`src/rtl/bishift_pkg.sv`:
```
package bishift_pkg;

    // Operation codes; the numeric values are the external mode encoding.
    typedef enum logic [1:0] {
        OP_HOLD = 2'b00,
        OP_UP   = 2'b01,
        OP_DOWN = 2'b10,
        OP_LOAD = 2'b11
    } op_e;

endpackage

```
`src/rtl/bishift_decode.sv`:
```
module bishift_decode
    import bishift_pkg::*;
(
    input  logic       clr_n,
    input  logic [1:0] mode,
    output logic       do_clear,
    output op_e        op
);

    always_comb begin
        do_clear = ~clr_n;
        op       = op_e'(mode);
    end

endmodule

```
`src/rtl/bishift_next.sv`:
```
module bishift_next
    import bishift_pkg::*;
#(
    parameter int WIDTH = 8
) (
    input  logic             do_clear,
    input  op_e              op,
    input  logic [WIDTH-1:0] cur,
    input  logic             ser_lo,
    input  logic             ser_hi,
    input  logic [WIDTH-1:0] load_val,
    output logic [WIDTH-1:0] nxt
);

    localparam int TOP = WIDTH - 1;

    logic [WIDTH-1:0] up_val;
    logic [WIDTH-1:0] down_val;

    // Per-bit neighbour selection for both shift directions.
    generate
        for (genvar i = 0; i < WIDTH; i++) begin : g_bit
            if (i == 0) begin : g_lo
                assign up_val[i] = ser_lo;
            end else begin : g_lo_mid
                assign up_val[i] = cur[i-1];
            end
            if (i == TOP) begin : g_hi
                assign down_val[i] = ser_hi;
            end else begin : g_hi_mid
                assign down_val[i] = cur[i+1];
            end
        end
    endgenerate

    always_comb begin
        if (do_clear) begin
            nxt = '0;
        end else begin
            unique case (op)
                OP_HOLD: nxt = cur;
                OP_UP:   nxt = up_val;
                OP_DOWN: nxt = down_val;
                OP_LOAD: nxt = load_val;
                default: nxt = cur;
            endcase
        end
    end

endmodule

```
`src/rtl/bishift_drive.sv`:
```
module bishift_drive
    import bishift_pkg::*;
#(
    parameter int WIDTH = 8
) (
    input  logic             oe_a_n,
    input  logic             oe_b_n,
    input  op_e              op,
    output logic [WIDTH-1:0] pin_en
);

    logic drive_on;

    always_comb begin
        drive_on = ~oe_a_n & ~oe_b_n & (op != OP_LOAD);
    end

    generate
        for (genvar i = 0; i < WIDTH; i++) begin : g_en
            assign pin_en[i] = drive_on;
        end
    endgenerate

endmodule

```
`src/rtl/bishift_reg.sv`:
```
module bishift_reg
    import bishift_pkg::*;
#(
    parameter int WIDTH = 8
) (
    input  logic             clk,
    input  logic             clr_n,
    input  logic [1:0]       mode,
    input  logic             ser_in_lo,
    input  logic             ser_in_hi,
    input  logic             oe_a_n,
    input  logic             oe_b_n,
    input  logic [WIDTH-1:0] pad_in,
    output logic [WIDTH-1:0] pad_out,
    output logic [WIDTH-1:0] pad_oe,
    output logic             ser_out_lo,
    output logic             ser_out_hi
);

    localparam int TOP = WIDTH - 1;

    typedef struct packed {
        logic [WIDTH-1:0] bits;
    } store_t;

    store_t           st_d;
    store_t           st_q;
    logic             do_clear;
    op_e              op;
    logic [WIDTH-1:0] nxt_bits;

    bishift_decode u_dec (
        .clr_n    (clr_n),
        .mode     (mode),
        .do_clear (do_clear),
        .op       (op)
    );

    bishift_next #(.WIDTH(WIDTH)) u_nxt (
        .do_clear (do_clear),
        .op       (op),
        .cur      (st_q.bits),
        .ser_lo   (ser_in_lo),
        .ser_hi   (ser_in_hi),
        .load_val (pad_in),
        .nxt      (nxt_bits)
    );

    bishift_drive #(.WIDTH(WIDTH)) u_drv (
        .oe_a_n (oe_a_n),
        .oe_b_n (oe_b_n),
        .op     (op),
        .pin_en (pad_oe)
    );

    always_comb begin
        st_d      = st_q;
        st_d.bits = nxt_bits;
    end

    always_ff @(posedge clk) begin
        st_q <= st_d;
    end

    always_comb begin
        pad_out    = st_q.bits;
        ser_out_lo = st_q.bits[0];
        ser_out_hi = st_q.bits[TOP];
    end

endmodule

```
`config.mk`:
```
export PLATFORM = sky130hd
export DESIGN_NAME = bishift_reg
export DESIGN_NICKNAME = d
export VERILOG_FILES = /design/src/rtl/bishift_pkg.sv /design/src/rtl/bishift_decode.sv /design/src/rtl/bishift_next.sv /design/src/rtl/bishift_drive.sv /design/src/rtl/bishift_reg.sv
export SDC_FILE = /design/constraint.sdc
export NUM_CORES = 1
export LEC_CHECK = 0
export BUFFER_PORTS_ARGS = -buffer_cell sky130_fd_sc_hd__buf_2
export CAP_MARGIN = 20
export CORE_AREA = 2 2 39 41
export DETAILED_ROUTE_END_ITERATION = 16
export DIE_AREA = 0 0 41 43
export HOLD_SLACK_MARGIN = 0.08
export PLACE_DENSITY = 0.76
export REMOVE_ABC_BUFFERS = 1
export SLEW_MARGIN = 40
export SYNTH_ARGS = -nofsm -noshare
export SYNTH_HDL_FRONTEND = slang
export SYNTH_HIERARCHICAL = 1
export SYNTH_SLANG_ARGS = --single-unit
```
`constraint.sdc`:
```
create_clock -name clk -period 3.95 [get_ports clk]
set_input_delay 1.185 -clock clk [delete_from_list [all_inputs] [get_ports clk]]
set_output_delay 1.185 -clock clk [all_outputs]
set_load 0.02 [all_outputs]
```
==> metrics.txt, run 1 <==
outcome=completed; post-synthesis cell count=52; CTS tree=yes; initial antenna violation count=0; drt first pass iters=2; total power draw=0.205 mW; crit path max fanout=8; final max-slew violation count=0; clock latency reported for the late side of the worst-skew pair=250 ps; Port Buffers=33; Worst Tran Pin Value=359 ps; routed wire length=996 um; Hold Path Class=register to register; total CTS buffers=3; Startpoint Class=input pin; Leakage Power=0.342 nW; GRT Residual Overflow=0; post-synthesis cell type count=12; Area Growth Syn to Fin=16.1%; kind of critical path=input pin to output pin; All-Layer GR Usage=13.8%; Initial Utilization=38.2%; vias in the first global route=385; Rel. slew slack=76.0%; first-pass GRT wire length=1.62 mm; routability cong.=0.645; antenna viol nets, final=0; Max clock buf depth=2; FMAX=323 MHz; CTS Sinks=8; share of layout cells above drive strength 1=52.1%; leading area contributor after synthesis=dfxtp_1; main area contributors after synthesis=dfxtp_1, mux2i_1, buf_4; total core area=1380 um^2; worst IR drop on VDD=222 uV; Hold Buf Count CTS=0; max reg flops=8; Die Y=43 um; fin util=44.4%; share of the synthesized area in the top cell type=30.3%; post-synthesis sequential area ratio=30.3%; routed via count=432; die area=1760 um^2; largest net degree at the start of global routing=17; internal power=0.143 mW; Reg power frac=43.9%; Mapped Area=529 um^2; Root Buffer=clkbuf_4; postcts setup bufs=0; Comb pwr share=26.2%; sw frac=29.9%; Rows=14; Setup violations, final=0; die width=41 um; PD cells=333 nW/um^2; skew final=3.76 ps; Worst EP required=2760 ps; # DRC=0; H-tree levels=1; post-DP HPWL=770 um; diode count=0; Starting DRT DRC Count=2; CTS clk-pin slew, worst paths=50 ps; Final Hold Vio Count=0; Yosys reg bits=8; drt wl/cell=11.2 um; post-layout min period=3100 ps; CP endpoint kind=output pin; Clock power frac=29.9%; number of max-cap violations=0; drt via density=4.85; switching power=0.0613 mW; Syn Area/Cell=10.2 um^2; Final Cycle Share=78.4%; post-CTS sizing=0; Top Ports=34; final net count=91; RSZ-0062 raised after global routing=false; YS warnings=6; Crit path arrival time=1910 ps
[kinds of logic after synthesis]
logic type,count (synthesis),share of synthesized area [%]
muxes,16,30.3
and+or+nand+nor,2,2.37
DFF,8,30.3
AOI/OAI and AO/OA,9,11.8
buffers and inverters,17,25.3
[final cells by class]
cell class                 instances  area [um^2]
inverter                           1         3.75
sequential                         8          160
clock buffer                       3         22.5
multi-input combinational         27          235
fill                             150          769
timing repair buffer              34          173
tap                               16         20.0
[synth_stat cells]
library cell,n
mux2i_1,16
buf_4,12
dfxtp_1,8
o22ai_1,8
a211oi_2,1
buf_1,1
buf_12,1
buf_6,1
clkbuf_2,1
inv_1,1
nand2b_1,1
or2_1,1
[per-stage QoR]
step                setup WS, ps  TNS, ps  area, um^2  hold slack [ps]  instances
detailed placement           852        0         592              568         86
global route                 801        0         614              614         89
finish                       854        0         614              578         89
global placement             888        0         592              557         86
floorplan                   -400    -3200         399              635         36
CTS                          846        0         614              581         89
[cells in the final DEF, fill, tap and decap left out]
master	count
buf_2	33
mux2i_1	16
dfxtp_1	8
o22ai_1	8
clkbuf_4	3
inv_1	1
a211oi_2	1
nand2b_1	1
or2_1	1
buf_4	1
[routing by layer]
layer	share of wire (%)	global-route usage [%]	vias to the layer above	wire, um
li1	-	-	221	-
met1	42	15.5	194	422
met2	48	21.3	15	481
met3	8.2	4.71	2	82
met4	1.0	8.00	0	10
met5	0	0	-	0
[final timing paths]
check / to / slack [ps] / startpoint / cells past startpoint
worst max-delay path: pad_oe[2] / 850 / mode[0] / 3
worst max register to register: pad_out[6]$_DFF_P_ / 3240 / pad_out[5]$_DFF_P_ / 2
worst min register to register: pad_out[6]$_DFF_P_ / 580 / pad_out[7]$_DFF_P_ / 2
worst min-delay path: pad_out[6]$_DFF_P_ / 580 / pad_out[7]$_DFF_P_ / 2
[power groups by stage]
| stage | Clock [mW] | Sequential (mW) | Combinational (mW) |
|---|---|---|---|
| finish | 0.0613 | 0.0898 | 0.0536 |
| global route | 0.0696 | 0.0907 | 0.0585 |
| CTS | 0.0658 | 0.0899 | 0.0541 |
| detailed placement | 0 | 0.0917 | 0.0540 |
| global placement | 0 | 0.0915 | 0.0532 |
| floorplan | 0 | 0.0990 | 0.0220 |
[critical path, cell delays in order]
cell and delay, ps:
buf_2 110, a211oi_2 370, buf_2 240
(Power assumes the default switching activity.)
==> run 2: changes to the inputs <==
- CORE_AREA: 2 2 39 41 -> unset
- CORE_MARGIN: unset -> 2
- CORE_UTILIZATION: unset -> 36
- DIE_AREA: 0 0 41 43 -> unset
- PLACE_DENSITY: 0.76 -> 0.73
- clock period: 3.95 -> 2.7 ns (I/O delays scaled with it)
==> metrics.txt, run 2 (synthesis results as in run 1) <==
outcome=completed (unchanged); Hold Path Class=register to register (unchanged); postcts setup bufs=0 (unchanged); first-pass GRT wire length=1.66 mm (was 1.62 mm); antenna viol nets, final=0 (unchanged); routability cong.=0.648 (was 0.645); drt via density=4.86 (was 4.85); Rows=13 (was 14); Root Buffer=clkbuf_4 (unchanged); max reg flops=8 (unchanged); Starting DRT DRC Count=6 (was 2); drt first pass iters=3 (was 2); Worst EP required=1890 ps (was 2760 ps); Initial Utilization=39.7% (was 38.2%); Crit path arrival time=1530 ps (was 1910 ps); Top Ports=34 (unchanged); Max clock buf depth=2 (unchanged); CTS clk-pin slew, worst paths=50 ps (about the same); Reg2Reg Depth=2 (unchanged); final net count=91 (unchanged); Setup violations, final=0 (unchanged); post-CTS sizing=0 (unchanged); worst IR drop on VDD=239 uV (was 222 uV); die width=42.3 um (was 41 um); PD cells=487 nW/um^2 (was 333 nW/um^2); kind of critical path=input pin to output pin (unchanged); filler cell count=143 (was 150); CTS Sinks=8 (unchanged); multi-input logic area=235 um^2 (unchanged); routed via count=428 (was 432); clock latency reported for the late side of the worst-skew pair=250 ps (about the same); CP endpoint kind=output pin (unchanged); Leakage Power=0.342 nW (unchanged); Final Cycle Share=86.7%; Final Hold Vio Count=0 (unchanged); total CTS buffers=3 (unchanged); Hold Buf Count CTS=0 (unchanged); RSZ-0062 raised after global routing=false (unchanged); diode count=0 (unchanged); final max-slew violation count=0 (unchanged); Startpoint Class=input pin (unchanged); total power draw=0.299 mW (was 0.205 mW); drt wl/cell=11.5 um (was 11.2 um); number of max-cap violations=0 (unchanged); CP max stage cell=a211oi_2 (unchanged); fin util=46.0% (was 44.4%); H-tree levels=1 (unchanged); All-Layer GR Usage=12.7% (was 13.8%); CTS tree=yes (unchanged); total core area=1330 um^2 (was 1380 um^2); Crit path largest cell delay=360 ps (was 370 ps); most frequent CP cell=buf_2 (unchanged); FMAX=427 MHz; post-layout min period=2340 ps; routed wire length=1.01 mm (was 996 um); Port Buffers=33 (unchanged); # DRC=0 (unchanged); commonest non-fill, non-tap cell in the layout=buf_2 (unchanged); initial antenna violation count=0 (unchanged); vias in the first global route=398 (was 385); worst-path cell chain=buf_2, a211oi_2, buf_2 (unchanged); GRT Residual Overflow=0 (unchanged); Die Y=42.3 um (was 43 um); Area Growth Syn to Fin=15.8% (was 16.1%); largest net degree at the start of global routing=17 (unchanged); crit path max fanout=8 (unchanged); commonest non-fill, non-tap cells in the layout=buf_2, mux2i_1, dfxtp_1, o22ai_1, clkbuf_4 (unchanged); WHS Path Cells=2 (unchanged); Worst Tran Pin Value=354 ps (was 359 ps); Rel. slew slack=76.4% (was 76.0%); die area=1790 um^2 (was 1760 um^2); Register Area=160 um^2 (unchanged); share of layout cells above drive strength 1=52.1% (unchanged); skew final=2.51 ps (was 3.76 ps)
run 2: cell counts in the layout (fill, tap and decap cells not counted):
Identical to the previous run, type by type.
run 2: layout make-up:
| class | count | share of cell area (%) |
|---|---|---|
| Clock buffer | 3 | 3.67 |
| Sequential cell | 8 | 26.1 |
| Tap cell | 15 | 3.06 |
| Timing Repair Buffer | 34 | 28.2 |
| Inverter | 1 | 0.612 |
| Multi-Input combinational cell | 27 | 38.4 |
run 2: power by group:
part           total (mW)  leakage [nW]  switching, mW  internal [mW]
clock              0.0882        0.0138         0.0375         0.0507
combinational      0.0785         0.263         0.0447         0.0338
sequential          0.132        0.0656        0.00653          0.125
run 2: worst paths after layout:
kind / startpoint / end / slack (ps)
worst max-delay path: mode[0] / pad_oe[7] / 360
worst min-delay path: pad_out[0]$_DFF_P_ / pad_out[0]$_DFF_P_ / 580
worst max register to register: pad_out[3]$_DFF_P_ / pad_out[4]$_DFF_P_ / 2000
worst min register to register: pad_out[0]$_DFF_P_ / pad_out[0]$_DFF_P_ / 580
run 2: layer usage:
layer,track usage (%),vias up,wire [um]
li1,-,219,-
met4,9.38,0,9
met2,20.0,18,474
met1,14.0,189,446
met5,0,-,0
met3,4.31,2,77
run 2: worst max-delay path, delay by kind of cell:
kind / cells / cell delay [ps]
buf+inv: 2 / 360
compound gates: 1 / 360
run 2: metrics by stage:
stage,std cells,hold slack [ps],setup TNS (ps),instance area (um^2),setup WS [ps]
finish,88,583,0,613,359
detailed placement,85,573,0,591,352
global route,88,609,0,613,260
floorplan,36,635,-7200,399,-900
CTS,88,581,0,613,347
global placement,85,562,0,591,389
==> run 3: changes to the inputs <==
- ABC_AREA: unset -> 1
- CORE_UTILIZATION: 36 -> 38
==> metrics.txt, run 3 <==
filler cell count=169 (was 143); final net count=136 (was 91); PD cells=466 nW/um^2 (was 487 nW/um^2); min-delay src=pad_out[5]$_DFF_P_ (was pad_out[0]$_DFF_P_); Startpoint Class=input pin (unchanged); Die Y=43.9 um (was 42.3 um); Max clock buf depth=2 (unchanged); Rows=14 (was 13); vias in the first global route=503 (was 398); Port Buffers=33 (unchanged); All-Layer GR Usage=15.1% (was 12.7%); Reg2Reg Depth=4 (was 2); Area Growth Syn to Fin=15.7% (was 15.8%); share of layout cells above drive strength 1=33.9% (was 52.1%); Leakage Power=0.413 nW (was 0.342 nW); YS warnings=6 (unchanged); commonest cells in the netlist=nand3_1, nor2_1, buf_4 (was mux2i_1, buf_4, dfxtp_1, o22ai_1); reg-to-reg endpoint=pad_out[3]$_DFF_P_ (was pad_out[4]$_DFF_P_); setup TNS=0 ps (unchanged); CTS clk-pin slew, worst paths=60 ps (was 50 ps); initial antenna violation count=0 (unchanged); RSZ-0062 raised after global routing=false (unchanged); worst IR drop on VDD=164 uV (was 239 uV); Post-synth EDFFs=0 (unchanged); routed wire length=1.35 mm (was 1.01 mm); post-synthesis cell count=96 (was 52); commonest non-fill, non-tap cells in the layout=buf_2, nand3_1, nor2_1, nand2_1, inv_1 (was buf_2, mux2i_1, dfxtp_1, o22ai_1, clkbuf_4); Root Buffer=clkbuf_4 (unchanged); post-CTS sizing=0 (unchanged); post-DP HPWL=952 um; Top Ports=34 (unchanged); first-pass GRT wire length=2.10 mm (was 1.66 mm); top_reg_cell synth=dfxtp_1 (unchanged); H-tree levels=1 (unchanged); Setup WS pre-CTS=527 ps (was 352 ps); max reg flops=8 (unchanged); antenna viol nets, final=0 (unchanged); Worst Tran Pin Value=224 ps (was 354 ps); Mapped Area=606 um^2 (was 529 um^2); Starting DRT DRC Count=10 (was 6); R2R setup slack=1960 ps (was 2000 ps); CTS Sinks=8 (unchanged); outcome=completed (unchanged); main area contributors after synthesis=dfxtp_1, buf_4, nand3_1 (was dfxtp_1, mux2i_1, buf_4); FMAX=462 MHz (was 427 MHz); largest net degree at the start of global routing=23 (was 17); drt via density=4.86 (about the same); # DRC=0 (unchanged); total core area=1510 um^2 (was 1330 um^2); kind of critical path=input pin to output pin (unchanged); Final Hold Vio Count=0 (unchanged); die area=1930 um^2 (was 1790 um^2); clock latency reported for the late side of the worst-skew pair=260 ps (was 250 ps); post-synthesis sequential area ratio=26.4% (was 30.3%); Register Area=160 um^2 (unchanged); Yosys reg bits=8 (unchanged); postcts setup bufs=0 (unchanged); leading area contributor after synthesis=dfxtp_1 (unchanged); WHS Path Cells=2 (unchanged); Final Cycle Share=80.2% (was 86.7%); CTS tree=yes (unchanged); post-layout min period=2170 ps (was 2340 ps); routed via count=651 (was 428); diode count=0 (unchanged); Hold EP=pad_out[5]$_DFF_P_ (was pad_out[0]$_DFF_P_); fin area=701 um^2 (was 613 um^2); post-synthesis cell type count=12 (unchanged); drt wl/cell=10.1 um (was 11.5 um); Post-DP Area=678 um^2 (was 591 um^2); drt first pass iters=4 (was 3); share of the synthesized area in the top cell type=26.4% (was 30.3%); Syn Area/Cell=6.31 um^2 (was 10.2 um^2); Hold Buf Count CTS=0 (unchanged); Setup violations, final=0 (unchanged); hold_ws=551 ps (was 583 ps); Rel. slew slack=85.1% (was 76.4%); worst setup margin=533 ps (was 359 ps); Crit path arrival time=1360 ps (was 1530 ps); routability cong.=0.763 (was 0.648); crit path max fanout=8 (unchanged); total CTS buffers=3 (unchanged); commonest non-fill, non-tap cell in the layout=buf_2 (unchanged); final max-slew violation count=0 (unchanged); Initial Utilization=40.2% (was 39.7%); reg2reg start=pad_out[4]$_DFF_P_ (was pad_out[3]$_DFF_P_); multi-input logic area=280 um^2 (was 235 um^2); most frequent cell after synthesis=nand3_1 (was mux2i_1); Worst EP required=1890 ps (about the same); number of max-cap violations=0 (unchanged); Hold Path Class=register to register (unchanged); Post-synth ARST share=0% (unchanged); GRT Residual Overflow=0 (unchanged); skew final=4.53 ps (was 2.51 ps); CP endpoint kind=output pin (unchanged); die width=43.9 um (was 42.3 um)
-- run 3: cell count changes after synthesis, sizes merged, moves of 6 or more --
| cell | change |
|---|---|
| a21oi | +6 |
| inv | +9 |
| mux2i | -16 |
| nand2 | +13 |
| nand3 | +18 |
| nor2 | +17 |
| o21ai | +8 |
| o22ai | -8 |
-- run 3: layout make-up --
type / instances / share of cell area [%]
clock buffer: 3 / 3.21
inverter: 10 / 5.36
multi-input combinational: 62 / 40.0
sequential: 8 / 22.9
tap: 16 / 2.86
timing repair buffer: 35 / 25.7
-- run 3: through the flow --
stage | total power [mW] | utilization (%) | std cells
finish | 0.327 | 46.5 | 134
detailed placement | 0.233 | 45.0 | 131
global placement | 0.232 | 45.0 | 131
global route | 0.350 | 46.5 | 134
floorplan | 0.190 | - | 80
CTS | 0.331 | 46.5 | 134
-- run 3: worst max path at each step --
stage           start   endpoint  slack, ps  depth (start not counted)
6_report       oe_b_n  pad_oe[7]        530                          5
5_1_grt        oe_b_n  pad_oe[3]        430                          5
4_1_cts        oe_b_n  pad_oe[7]        530                          5
3_5_place_dp   oe_b_n  pad_oe[7]        530                          5
3_3_place_gp   oe_b_n  pad_oe[7]        550                          5
2_1_floorplan  oe_b_n  pad_oe[0]         30                          3
-- run 3: report_power, final --
part / internal, mW / switching (mW) / leakage [nW] / total (mW)
combinational: 0.0354 / 0.0605 / 0.333 / 0.0959
sequential: 0.127 / 0.00742 / 0.0661 / 0.134
clock: 0.0512 / 0.0453 / 0.0138 / 0.0965
total: 0.213 / 0.113 / 0.413 / 0.327
-- run 3: kinds of logic after synthesis --
group / after synthesis / synth area share [%]
and+or+nand+nor: 48 / 34.7
buffers and inverters: 26 / 27.3
DFF: 8 / 26.4
AOI/OAI and AO/OA: 14 / 11.6
-- run 3: worst max-delay path, cell delays in order --
cell	delay, ps
buf_2	90
nor2_1	80
nand2_1	50
inv_1	130
buf_2	190
-- run 3: routing by layer --
metal | vias up | track usage (%) | wire length, um
li1 | 340 | - | -
met1 | 278 | 18.6 | 622
met2 | 29 | 22.6 | 569
met3 | 4 | 3.75 | 131
met4 | 0 | 10.9 | 27
met5 | - | 0 | 0
